**config.mk**
```make
export PLATFORM = sky130hd
export DESIGN_NAME = cond_eval_top
export DESIGN_NICKNAME = d
export VERILOG_FILES = /design/src/rtl/cond_eval_pkg.sv /design/src/rtl/int_cond_eval.sv /design/src/rtl/fp_cond_eval.sv /design/src/rtl/reg_zero_eval.sv /design/src/rtl/cond_eval_top.sv
export SDC_FILE = /design/constraint.sdc
export NUM_CORES = 1
export LEC_CHECK = 0
export BUFFER_PORTS_ARGS = -buffer_cell sky130_fd_sc_hd__buf_2
export CAP_MARGIN = 20
export CORE_MARGIN = 1.5
export CORE_UTILIZATION = 25
export DETAILED_ROUTE_END_ITERATION = 8
export PLACE_DENSITY = 0.65
export SETUP_SLACK_MARGIN = 0.2
export SYNTH_ARGS = -nofsm -noshare
export SYNTH_HDL_FRONTEND = slang
export SYNTH_HIERARCHICAL = 1
export SYNTH_SLANG_ARGS = --single-unit
```
**constraint.sdc**
```tcl
create_clock -name vclk -period 2.45
set_input_delay 0.1225 -clock vclk [all_inputs]
set_output_delay 0.1225 -clock vclk [all_outputs]
set_load 0.01 [all_outputs]
```
**src/rtl/cond_eval_pkg.sv**
```systemverilog
package cond_eval_pkg;

    localparam int SEL_W      = 4;
    localparam int NIB_W      = 4;
    localparam int CCR_W      = 2 * NIB_W;
    localparam int FLD_W      = 2;

    localparam logic [SEL_W-1:0] SEL_ALWAYS = 4'd14;
    localparam logic [SEL_W-1:0] SEL_NEVER  = 4'd15;

    typedef enum logic [1:0] {
        FAM_INT = 2'd0,
        FAM_FLT = 2'd1,
        FAM_REG = 2'd2,
        FAM_RSV = 2'd3
    } fam_e;

    // packed so that bit order matches the flag nibble (N Z V C from msb)
    typedef struct packed {
        logic n;
        logic z;
        logic v;
        logic c;
    } iflags_t;

    typedef enum logic [FLD_W-1:0] {
        FC_EQ = 2'b00,
        FC_LT = 2'b01,
        FC_GT = 2'b10,
        FC_UN = 2'b11
    } fcmp_e;

    typedef struct packed {
        logic taken;
        logic annul;
    } verdict_t;

    function automatic logic is_fixed_sel(input logic [SEL_W-1:0] s);
        return (s == SEL_ALWAYS) || (s == SEL_NEVER);
    endfunction

    function automatic logic signed_lt(input iflags_t f);
        return f.n ^ f.v;
    endfunction

endpackage

```
**src/rtl/int_cond_eval.sv**
```systemverilog
module int_cond_eval
    import cond_eval_pkg::*;
(
    input  logic [CCR_W-1:0] ccr,
    input  logic             wide,
    input  logic [SEL_W-1:0] sel,
    output logic             hit
);
    iflags_t f;

    assign f = wide ? iflags_t'(ccr[CCR_W-1:NIB_W]) : iflags_t'(ccr[NIB_W-1:0]);

    always_comb begin
        unique case (sel)
            4'd0:    hit = !f.z;
            4'd1:    hit = f.z;
            4'd2:    hit = !(f.z | signed_lt(f));
            4'd3:    hit = f.z | signed_lt(f);
            4'd4:    hit = !signed_lt(f);
            4'd5:    hit = signed_lt(f);
            4'd6:    hit = !(f.c | f.z);
            4'd7:    hit = f.c | f.z;
            4'd8:    hit = !f.c;
            4'd9:    hit = f.c;
            4'd10:   hit = !f.n;
            4'd11:   hit = f.n;
            4'd12:   hit = !f.v;
            4'd13:   hit = f.v;
            default: hit = 1'b0;
        endcase
    end
endmodule

```
**src/rtl/fp_cond_eval.sv**
```systemverilog
module fp_cond_eval
    import cond_eval_pkg::*;
#(
    parameter int FIELDS = 4,
    localparam int FSEL_W = (FIELDS > 1) ? $clog2(FIELDS) : 1
) (
    input  logic [FLD_W*FIELDS-1:0] fcc,
    input  logic [FSEL_W-1:0]       fsel,
    input  logic [SEL_W-1:0]        sel,
    output logic                    hit
);
    logic [FLD_W-1:0] fld [FIELDS];
    fcmp_e            cur;

    for (genvar g = 0; g < FIELDS; g++) begin : g_fld
        assign fld[g] = fcc[FLD_W*g +: FLD_W];
    end

    assign cur = fcmp_e'(fld[fsel]);

    always_comb begin
        unique case (sel)
            4'd0:    hit = (cur == FC_UN);
            4'd1:    hit = (cur == FC_GT);
            4'd2:    hit = cur[1];
            4'd3:    hit = (cur == FC_LT);
            4'd4:    hit = cur[0];
            4'd5:    hit = (cur == FC_LT) || (cur == FC_GT);
            4'd6:    hit = (cur != FC_EQ);
            4'd7:    hit = (cur == FC_EQ);
            4'd8:    hit = (cur == FC_EQ) || (cur == FC_UN);
            4'd9:    hit = !cur[0];
            4'd10:   hit = (cur != FC_LT);
            4'd11:   hit = !cur[1];
            4'd12:   hit = (cur != FC_GT);
            4'd13:   hit = (cur != FC_UN);
            default: hit = 1'b0;
        endcase
    end
endmodule

```
**src/rtl/reg_zero_eval.sv**
```systemverilog
module reg_zero_eval
    import cond_eval_pkg::*;
#(
    parameter int W = 64
) (
    input  logic [W-1:0]     val,
    input  logic [SEL_W-1:0] sel,
    output logic             hit
);
    logic neg;
    logic zero;

    assign neg  = val[W-1];
    assign zero = ~|val;

    always_comb begin
        unique case (sel)
            4'd0:    hit = zero;
            4'd1:    hit = zero | neg;
            4'd2:    hit = neg;
            4'd3:    hit = !zero;
            4'd4:    hit = !zero & !neg;
            4'd5:    hit = !neg;
            default: hit = 1'b0;
        endcase
    end
endmodule

```
**src/rtl/cond_eval_top.sv**
```systemverilog
module cond_eval_top
    import cond_eval_pkg::*;
#(
    parameter int REG_W      = 64,
    parameter int FCC_FIELDS = 4,
    localparam int FSEL_W    = (FCC_FIELDS > 1) ? $clog2(FCC_FIELDS) : 1
) (
    input  logic [CCR_W-1:0]            ccr_i,
    input  logic [FLD_W*FCC_FIELDS-1:0] fcc_i,
    input  logic [REG_W-1:0]            rval_i,
    input  logic [1:0]                  family_i,
    input  logic [SEL_W-1:0]            sel_i,
    input  logic                        wide_i,
    input  logic [FSEL_W-1:0]           fsel_i,
    input  logic                        annul_i,
    output logic                        taken_o,
    output logic                        annul_o
);
    logic     int_hit;
    logic     fp_hit;
    logic     reg_hit;
    logic     fam_hit;
    fam_e     fam;
    verdict_t vd;

    assign fam = fam_e'(family_i);

    int_cond_eval u_int (
        .ccr  (ccr_i),
        .wide (wide_i),
        .sel  (sel_i),
        .hit  (int_hit)
    );

    fp_cond_eval #(.FIELDS(FCC_FIELDS)) u_fp (
        .fcc  (fcc_i),
        .fsel (fsel_i),
        .sel  (sel_i),
        .hit  (fp_hit)
    );

    reg_zero_eval #(.W(REG_W)) u_reg (
        .val  (rval_i),
        .sel  (sel_i),
        .hit  (reg_hit)
    );

    always_comb begin
        unique case (fam)
            FAM_INT: fam_hit = int_hit;
            FAM_FLT: fam_hit = fp_hit;
            FAM_REG: fam_hit = reg_hit;
            default: fam_hit = 1'b0;
        endcase
    end

    always_comb begin
        if (is_fixed_sel(sel_i)) begin
            vd.taken = (sel_i == SEL_ALWAYS);
            vd.annul = annul_i;
        end else begin
            vd.taken = fam_hit;
            vd.annul = annul_i & ~fam_hit;
        end
    end

    assign taken_o = vd.taken;
    assign annul_o = vd.annul;

endmodule

```
==> metrics.sh, run 1 <==
RESULT_OF_THE_RUN='finished with violations'
FAILED_CHECKS='setup timing'
DRT-PASS1-ITER-COUNT=4
POST_SYNTH_INST_COUNT=104
CLOCK_POWER_SHARE_PCT=0
YOSYS.CELL_TYPES.COUNT=40
MAX_CLK_RATE_MHz=386
POWER.COMBINATIONAL.FRACTION_PCT=100.0
DR_TOTAL_VIAS=1189
LAYOUT.CELLS.MOST_COMMON_LIST='buf_2 (90), nor4_1 (13), buf_4 (8)'
DP.FINAL_HPWL_UM=2380
MIN_PERIOD_NS=2.59
TNS_NS=-0.201
MOSTFREQUENTLAYOUTCELL='buf_2'
LAYOUT-AREA-OVERHEAD-VS-SYNTH_PCT=74.9
INITIAL_UTILIZATION_PCT=26.1
HOLD_PATH_END='annul_o'
MAX-CAP-VIOLATIONS=0
SEQUENTIAL_CELL_AREA_UM2=0
NETLIST_AREA_UM2=798
DRT-VIAS-PER-INSTANCE=4.85
SWITCHING_SHARE_PCT=43.7
DRT-TOTAL-WL_UM=2820
LAYOUT.SEQUENTIAL_CELLS=0
MULTI_INPUT_COMB_AREA_UM2=774
PERIOD_SHARE_PCT=106
HOLD_PATH_DEPTH=3
CTS_HOLD_BUFFERS=0
NETLIST.AREA_LEADER.SHARE_PCT=10.2
FLOORPLAN.DIE.HEIGHT_UM=59.5
ROW_COUNT=20
SLEW_HEADROOM_PCT=68.5
WORSTHOLDSTART='annul_i'
FINAL_CRITICAL_PATH_SETUP_SLACK_NS=-0.143
MAXIMUM_FANOUT_COUNT_ALONG_THE_CRITICAL_PATH=4
DRIVE_GT1_SHARE_PCT=60.2
NETS=297
DIE-AREA_MM2=0.00354
PLACEMENT.SETUP.WORST_SLACK_NS=-0.178
GRT_ANTENNA_BEFORE_REPAIR=0
TIMING.FINAL.SETUP_VIOLATIONS=2
FINALHOLDVIOLATIONS=0
LAYOUT_CLOCK_BUFFERS=0
POST_DETAILED_ROUTE_DRC_MARKER_COUNT=0
SYNTH.TOP_CELLS.BY_AREA='nor4_1 (10%), mux2i_1 (8.8%), mux4_2 (8.5%), nor4_2 (7.8%), ha_1 (6.3%)'
HIGHEST_LAYER='met3'
MET3_LENGTH_UM=210
TIMING.HOLD.WORST.CLASS='in -> out'
INITIAL_DETAILED_ROUTING_VIOLATION_COUNT=23
IO_PINS=92
CRIT_PATH_START='fcc_i[6]'
YOSYSWARNINGS=6
ROUTE.MET2.WL_UM=1360
FINAL.FILL_COUNT=344
DR_WL_CELL_UM=11.5
IO_BUFFERS=92
UNREPAIRED_SETUP_ENDPOINTS_AFTER_GLOBAL_ROUTING='yes'
POWER.IR.VDD_WORST_V=0.0000701
WORST-ENDPOINT-ARRIVAL_NS=2.47
INSERTEDDIODECOUNT=0
GRT_START_MAX_NET_PINS=25
CELLLEAKAGEPOWER_nW=0.665
DIE-WIDTH_UM=59.5
TIMING.CRITICAL_PATH.REQUIRED_NS=2.33
CRITPATHCAPTURETYPE='output pin'
WORSTSETUPSTARTPOINTTYPE='primary input'
GRT_PASS1_WL_UM=4530
GRT.OVERFLOW.TOTAL=0
NUMBER_OF_GLOBAL_ROUTE_VIAS_BEFORE_REPAIR=1118
SYNTH_LARGEST_AREA_CELL='nor4_1'
POSTSYNTHAREAPERCELL_UM2=7.68
POWERDENSITY_mW_PER_MM2=166
WORST_MARGIN_SLEW_NS=0.466
SETUP.WORST_PATH.CLASS='in -> out'
ANTENNA_LEFT=0
SEQ_POWER_SHARE_PCT=0
INTERNAL-POWER_mW=0.130
SWITCHINGPOWER_mW=0.101
PLACEABLECOREAREA_MM2=0.00305
PLACE.GP.CONGESTION=0.777
SYN-NUM-NETS=198
GLOBAL_ROUTE_TOTAL_USAGE_ACROSS_EVERY_LAYER_PCT=15.5
SYNTH_SEQUENTIAL_AREA_RATIO_PCT=0
SLEW_VIOLATIONS=0
DETAIL_ROUTE.WIRELENGTH.MET1_UM=1250
-- synthesized netlist by cell type, types with 2 or more instances --
| cell | count |
|---|---|
| a2111oi_0 | 2 |
| nand2_1 | 6 |
| o211ai_1 | 3 |
| nand3b_1 | 2 |
| nor2_1 | 3 |
| o21ai_1 | 2 |
| a211oi_1 | 2 |
| nand3_1 | 3 |
| ha_1 | 4 |
| xnor2_1 | 4 |
| a21oi_1 | 4 |
| nand4_1 | 5 |
| inv_1 | 7 |
| nor4_1 | 13 |
| mux4_2 | 3 |
| nor4_2 | 5 |
| o21ai_0 | 6 |
| mux2i_1 | 7 |
| and3b_1 | 2 |
-- metal layers --
layer | GRT usage (%) | up-vias
met4 | 1.27 | 0
li1 | - | 622
met5 | 0 | -
met1 | 19.9 | 517
met2 | 29.2 | 50
met3 | 1.09 | 0
-- critical path, cell delays in order --
cell and delay [ns]:
buf_2 0.11, mux4_2 0.53, ha_2 0.19, and3b_1 0.21, a2111oi_2 0.05, o21ai_1 0.13
nand4_1 0.08, or4_1 0.50, nand3b_1 0.09, o21ai_1 0.08, mux2_4 0.26, buf_6 0.12
-- power groups by stage --
stage | Combinational, mW | Sequential, mW | Clock (mW)
after floorplan | 0.106 | 0 | 0
after global placement | 0.220 | 0 | 0
after detailed placement | 0.220 | 0 | 0
after CTS | 0.231 | 0 | 0
after global routing | 0.255 | 0 | 0
final | 0.231 | 0 | 0
-- what timing repair did --
| action | CTS | global route |
|---|---|---|
| cloned | 0 | 0 |
| endpoints found under the setup margin | 2 | 2 |
| setup buffers | 2 | 0 |
| gates resized for setup | 4 | 0 |
| pin swaps | 4 | 3 |
-- worst max-delay path by stage --
stage / depth (start not counted) / to / slack [ns]
detailed placement: 12 / taken_o / -0.18
finish: 12 / taken_o / -0.14
floorplan: 10 / taken_o / 0.17
global placement: 12 / taken_o / -0.16
global route: 12 / taken_o / -0.25
CTS: 12 / taken_o / -0.16
-- stage by stage --
step | util (%) | total power, mW | instance area [µm²] | hold slack, ns | std cells
2_1_floorplan | - | 0.106 | 828 | 0.380 | 104
3_3_place_gp | 44.7 | 0.220 | 1370 | 0.605 | 243
3_5_place_dp | 44.7 | 0.220 | 1370 | 0.599 | 243
4_1_cts | 45.7 | 0.231 | 1400 | 0.600 | 245
5_1_grt | 45.7 | 0.255 | 1400 | 0.610 | 245
6_report | 45.7 | 0.231 | 1400 | 0.597 | 245
-- layout make-up --
type / count / share of cell area, %
timing repair buffer: 100 / 38.4
tap: 44 / 3.94
inverter: 8 / 2.15
multi-input combinational: 93 / 55.5
-- logic make-up (layout without fill, tap and decap cells) --
kind of cell             Yosys count  in the layout  share of synthesized area (%)
AND/OR/NAND/NOR                   47             47                           40.8
AO/OA/AOI/OAI                     25             25                           20.2
multiplexers                      12             12                           20.5
buffers and inverters             11            108                           6.74
XOR/XNOR                           5              5                           5.49
adder cells (fa/ha/maj)            4              4                           6.27
Note: power is estimated with default switching activity, not from simulation.
==> inputs of run 2 (changes only) <==
--- a/config.mk
+++ b/config.mk
@@ -10,8 +10,11 @@
 export CORE_MARGIN = 1.5
 export CORE_UTILIZATION = 25
 export DETAILED_ROUTE_END_ITERATION = 8
+export GPL_TIMING_DRIVEN = 0
 export PLACE_DENSITY = 0.65
+export RECOVER_POWER = 25
 export SETUP_SLACK_MARGIN = 0.2
+export SLEW_MARGIN = 20
 export SYNTH_ARGS = -nofsm -noshare
 export SYNTH_HDL_FRONTEND = slang
 export SYNTH_HIERARCHICAL = 1
==> run 2 against run 1 <==
Effect of this change:
- the run still ends with setup timing left
- via count grew 2.9%
- die area is the same
- first-iteration DRC count grew to 3.8 times the previous value
- cell count down 0.82%
- global-route usage shrank 0.45 points
- non-clock buffer count is 2 lower
- largest cell class unchanged
- worst hold slack got worse by 0.017 ns
==> metrics.sh, run 2 (synthesis results as in run 1) <==
DRT-PASS1-ITER-COUNT=4
PLACEABLECOREAREA_MM2=0.00305
TIMING.FINAL.SETUP_VIOLATIONS=2
FINAL_CRITICAL_PATH_SETUP_SLACK_NS=-0.231
GRT_ANTENNA_BEFORE_REPAIR=0
DR_WL_CELL_UM=11.7
GRT_PASS1_WL_UM=4400
DRIVE_GT1_SHARE_PCT=60.8
RESULT_OF_THE_RUN='finished with violations'
IO_BUFFERS=91
LAYOUT-AREA-OVERHEAD-VS-SYNTH_PCT=77.3
WORST_MARGIN_SLEW_NS=0.414
POST-ROUTE-CELL-AREA_MM2=0.00142
DRT-VIAS-PER-INSTANCE=5.03
INITIAL_UTILIZATION_PCT=26.1
POWER.IR.VDD_WORST_V=0.0000771
PLACE.GP.CONGESTION=0.808
LAYOUT.SEQUENTIAL_CELLS=0
WORSTHOLDSTART='annul_i'
DRT-TOTAL-WL_UM=2850
MAX-CAP-VIOLATIONS=0
UNREPAIRED_SETUP_ENDPOINTS_AFTER_GLOBAL_ROUTING='yes'
WORSTSETUPSTARTPOINTTYPE='primary input'
POWERDENSITY_mW_PER_MM2=168
SLEW_VIOLATIONS=0
HOLD_SLACK_NS=0.580
LAYOUT_CLOCK_BUFFERS=0
DIE-WIDTH_UM=59.5
GLOBAL_ROUTE_TOTAL_USAGE_ACROSS_EVERY_LAYER_PCT=15.1
DR_TOTAL_VIAS=1223
TIMING.CRITICAL_PATH.REQUIRED_NS=2.33
GRTUSAGEMET3_PCT=1.31
HOLD_PATH_DEPTH=3
MAX_CLK_RATE_MHz=373
GRT_UTIL_MET1_PCT=18.6
GLOBALROUTEMET2UTIL_PCT=28.9
FINAL_CELL_COUNT_NO_FILL=243
FIN_UTIL_PCT=46.4
MAXIMUM_FANOUT_COUNT_ALONG_THE_CRITICAL_PATH=4
ROW_COUNT=20
FINALHOLDVIOLATIONS=0
PERIOD_SHARE_PCT=109
BUSIEST_LAYER='met2'
LAYOUT.CELLS.MOST_COMMON_LIST='buf_2 (90), nor4_1 (13), mux2i_1 (6), inv_1 (6), nand2_1 (6)'
TIMING.HOLD.WORST.CLASS='in -> out'
MIN_PERIOD_NS=2.68
FINAL.FILL_COUNT=346
DPL_CELL_AREA_MM2=0.00134
GRT_START_MAX_NET_PINS=20
NETS=295
HOLD_PATH_END='annul_o'
CELLLEAKAGEPOWER_nW=0.660
CRITPATHCAPTURETYPE='output pin'
IO_PINS=92
GRT.OVERFLOW.TOTAL=0
DIE-AREA_MM2=0.00354
MOSTFREQUENTLAYOUTCELL='buf_2'
NUMBER_OF_GLOBAL_ROUTE_VIAS_BEFORE_REPAIR=1096
SLEW_HEADROOM_PCT=71.7
DP.FINAL_HPWL_UM=2380
FAILED_CHECKS='setup timing'
PLACEDCELLCOUNT=239
ANTENNA_LEFT=0
CRIT_PATH_START='fcc_i[6]'
INSERTEDDIODECOUNT=0
POWER.TOTAL_mW=0.237
SETUP.WORST_PATH.CLASS='in -> out'
FLOORPLAN.DIE.HEIGHT_UM=59.5
INITIAL_DETAILED_ROUTING_VIOLATION_COUNT=88
POST_DETAILED_ROUTE_DRC_MARKER_COUNT=0
WORST-ENDPOINT-ARRIVAL_NS=2.56
SEQUENTIAL_CELL_AREA_UM2=0
[run 2: cell types whose count changed in the layout (fill, tap and decap cells not counted), sizes merged]
cell and delta:
buf -3, clkbuf +1
[run 2: worst max-delay path by stage]
stage | to | slack (ns) | cells past startpoint
final | taken_o | -0.23 | 12
after global routing | taken_o | -0.33 | 12
after CTS | taken_o | -0.26 | 12
after detailed placement | taken_o | -0.31 | 12
after global placement | taken_o | -0.28 | 12
after floorplan | taken_o | 0.17 | 10
[run 2: cell type report]
cell class         count  area (µm²)  share of cell area (%)
multi-input cells     93         802                    56.7
well taps             44        55.1                    3.89
repair buffers        95         502                    35.5
inverters              8        32.5                    2.30
plain buffers          3        23.8                    1.68
[run 2: repair_timing]
item	4_1_cts	5_1_grt
setup buffers	3	1
pin swaps	5	5
gates resized for setup	5	4
setup endpoints to repair	2	2
hold buffers	0	0
[run 2: report_power, final]
group	total [mW]	internal, mW	switching [mW]
logic	0.237	0.131	0.106
clock network	0	0	0
registers	0	0	0
total	0.237	0.131	0.106
[run 2: metal layers]
| layer | wire length, µm | part of all wire [%] | up-vias |
|---|---|---|---|
| met3 | 220 | 7.7 | 0 |
| li1 | - | - | 617 |
| met2 | 1430 | 50 | 54 |
| met4 | 0 | 0 | 0 |
| met5 | 0 | 0 | - |
| met1 | 1200 | 42 | 552 |
[run 2: through the flow]
step / setup TNS, ns / setup slack, ns
2_1_floorplan: 0 / 0.169
3_3_place_gp: -0.447 / -0.284
3_5_place_dp: -0.502 / -0.310
4_1_cts: -0.414 / -0.261
5_1_grt: -0.585 / -0.330
6_report: -0.350 / -0.231
[run 2: worst max-delay path, stage by stage]
cell and delay (ns):
buf_2 0.11, mux4_2 0.59, inv_4 0.12, ha_4 0.21, a21oi_2 0.11, o21a_1 0.12, a2111oi_0 0.06, or4_1 0.55
nand3b_1 0.12, o21ai_2 0.07, mux2_4 0.26, buf_6 0.12
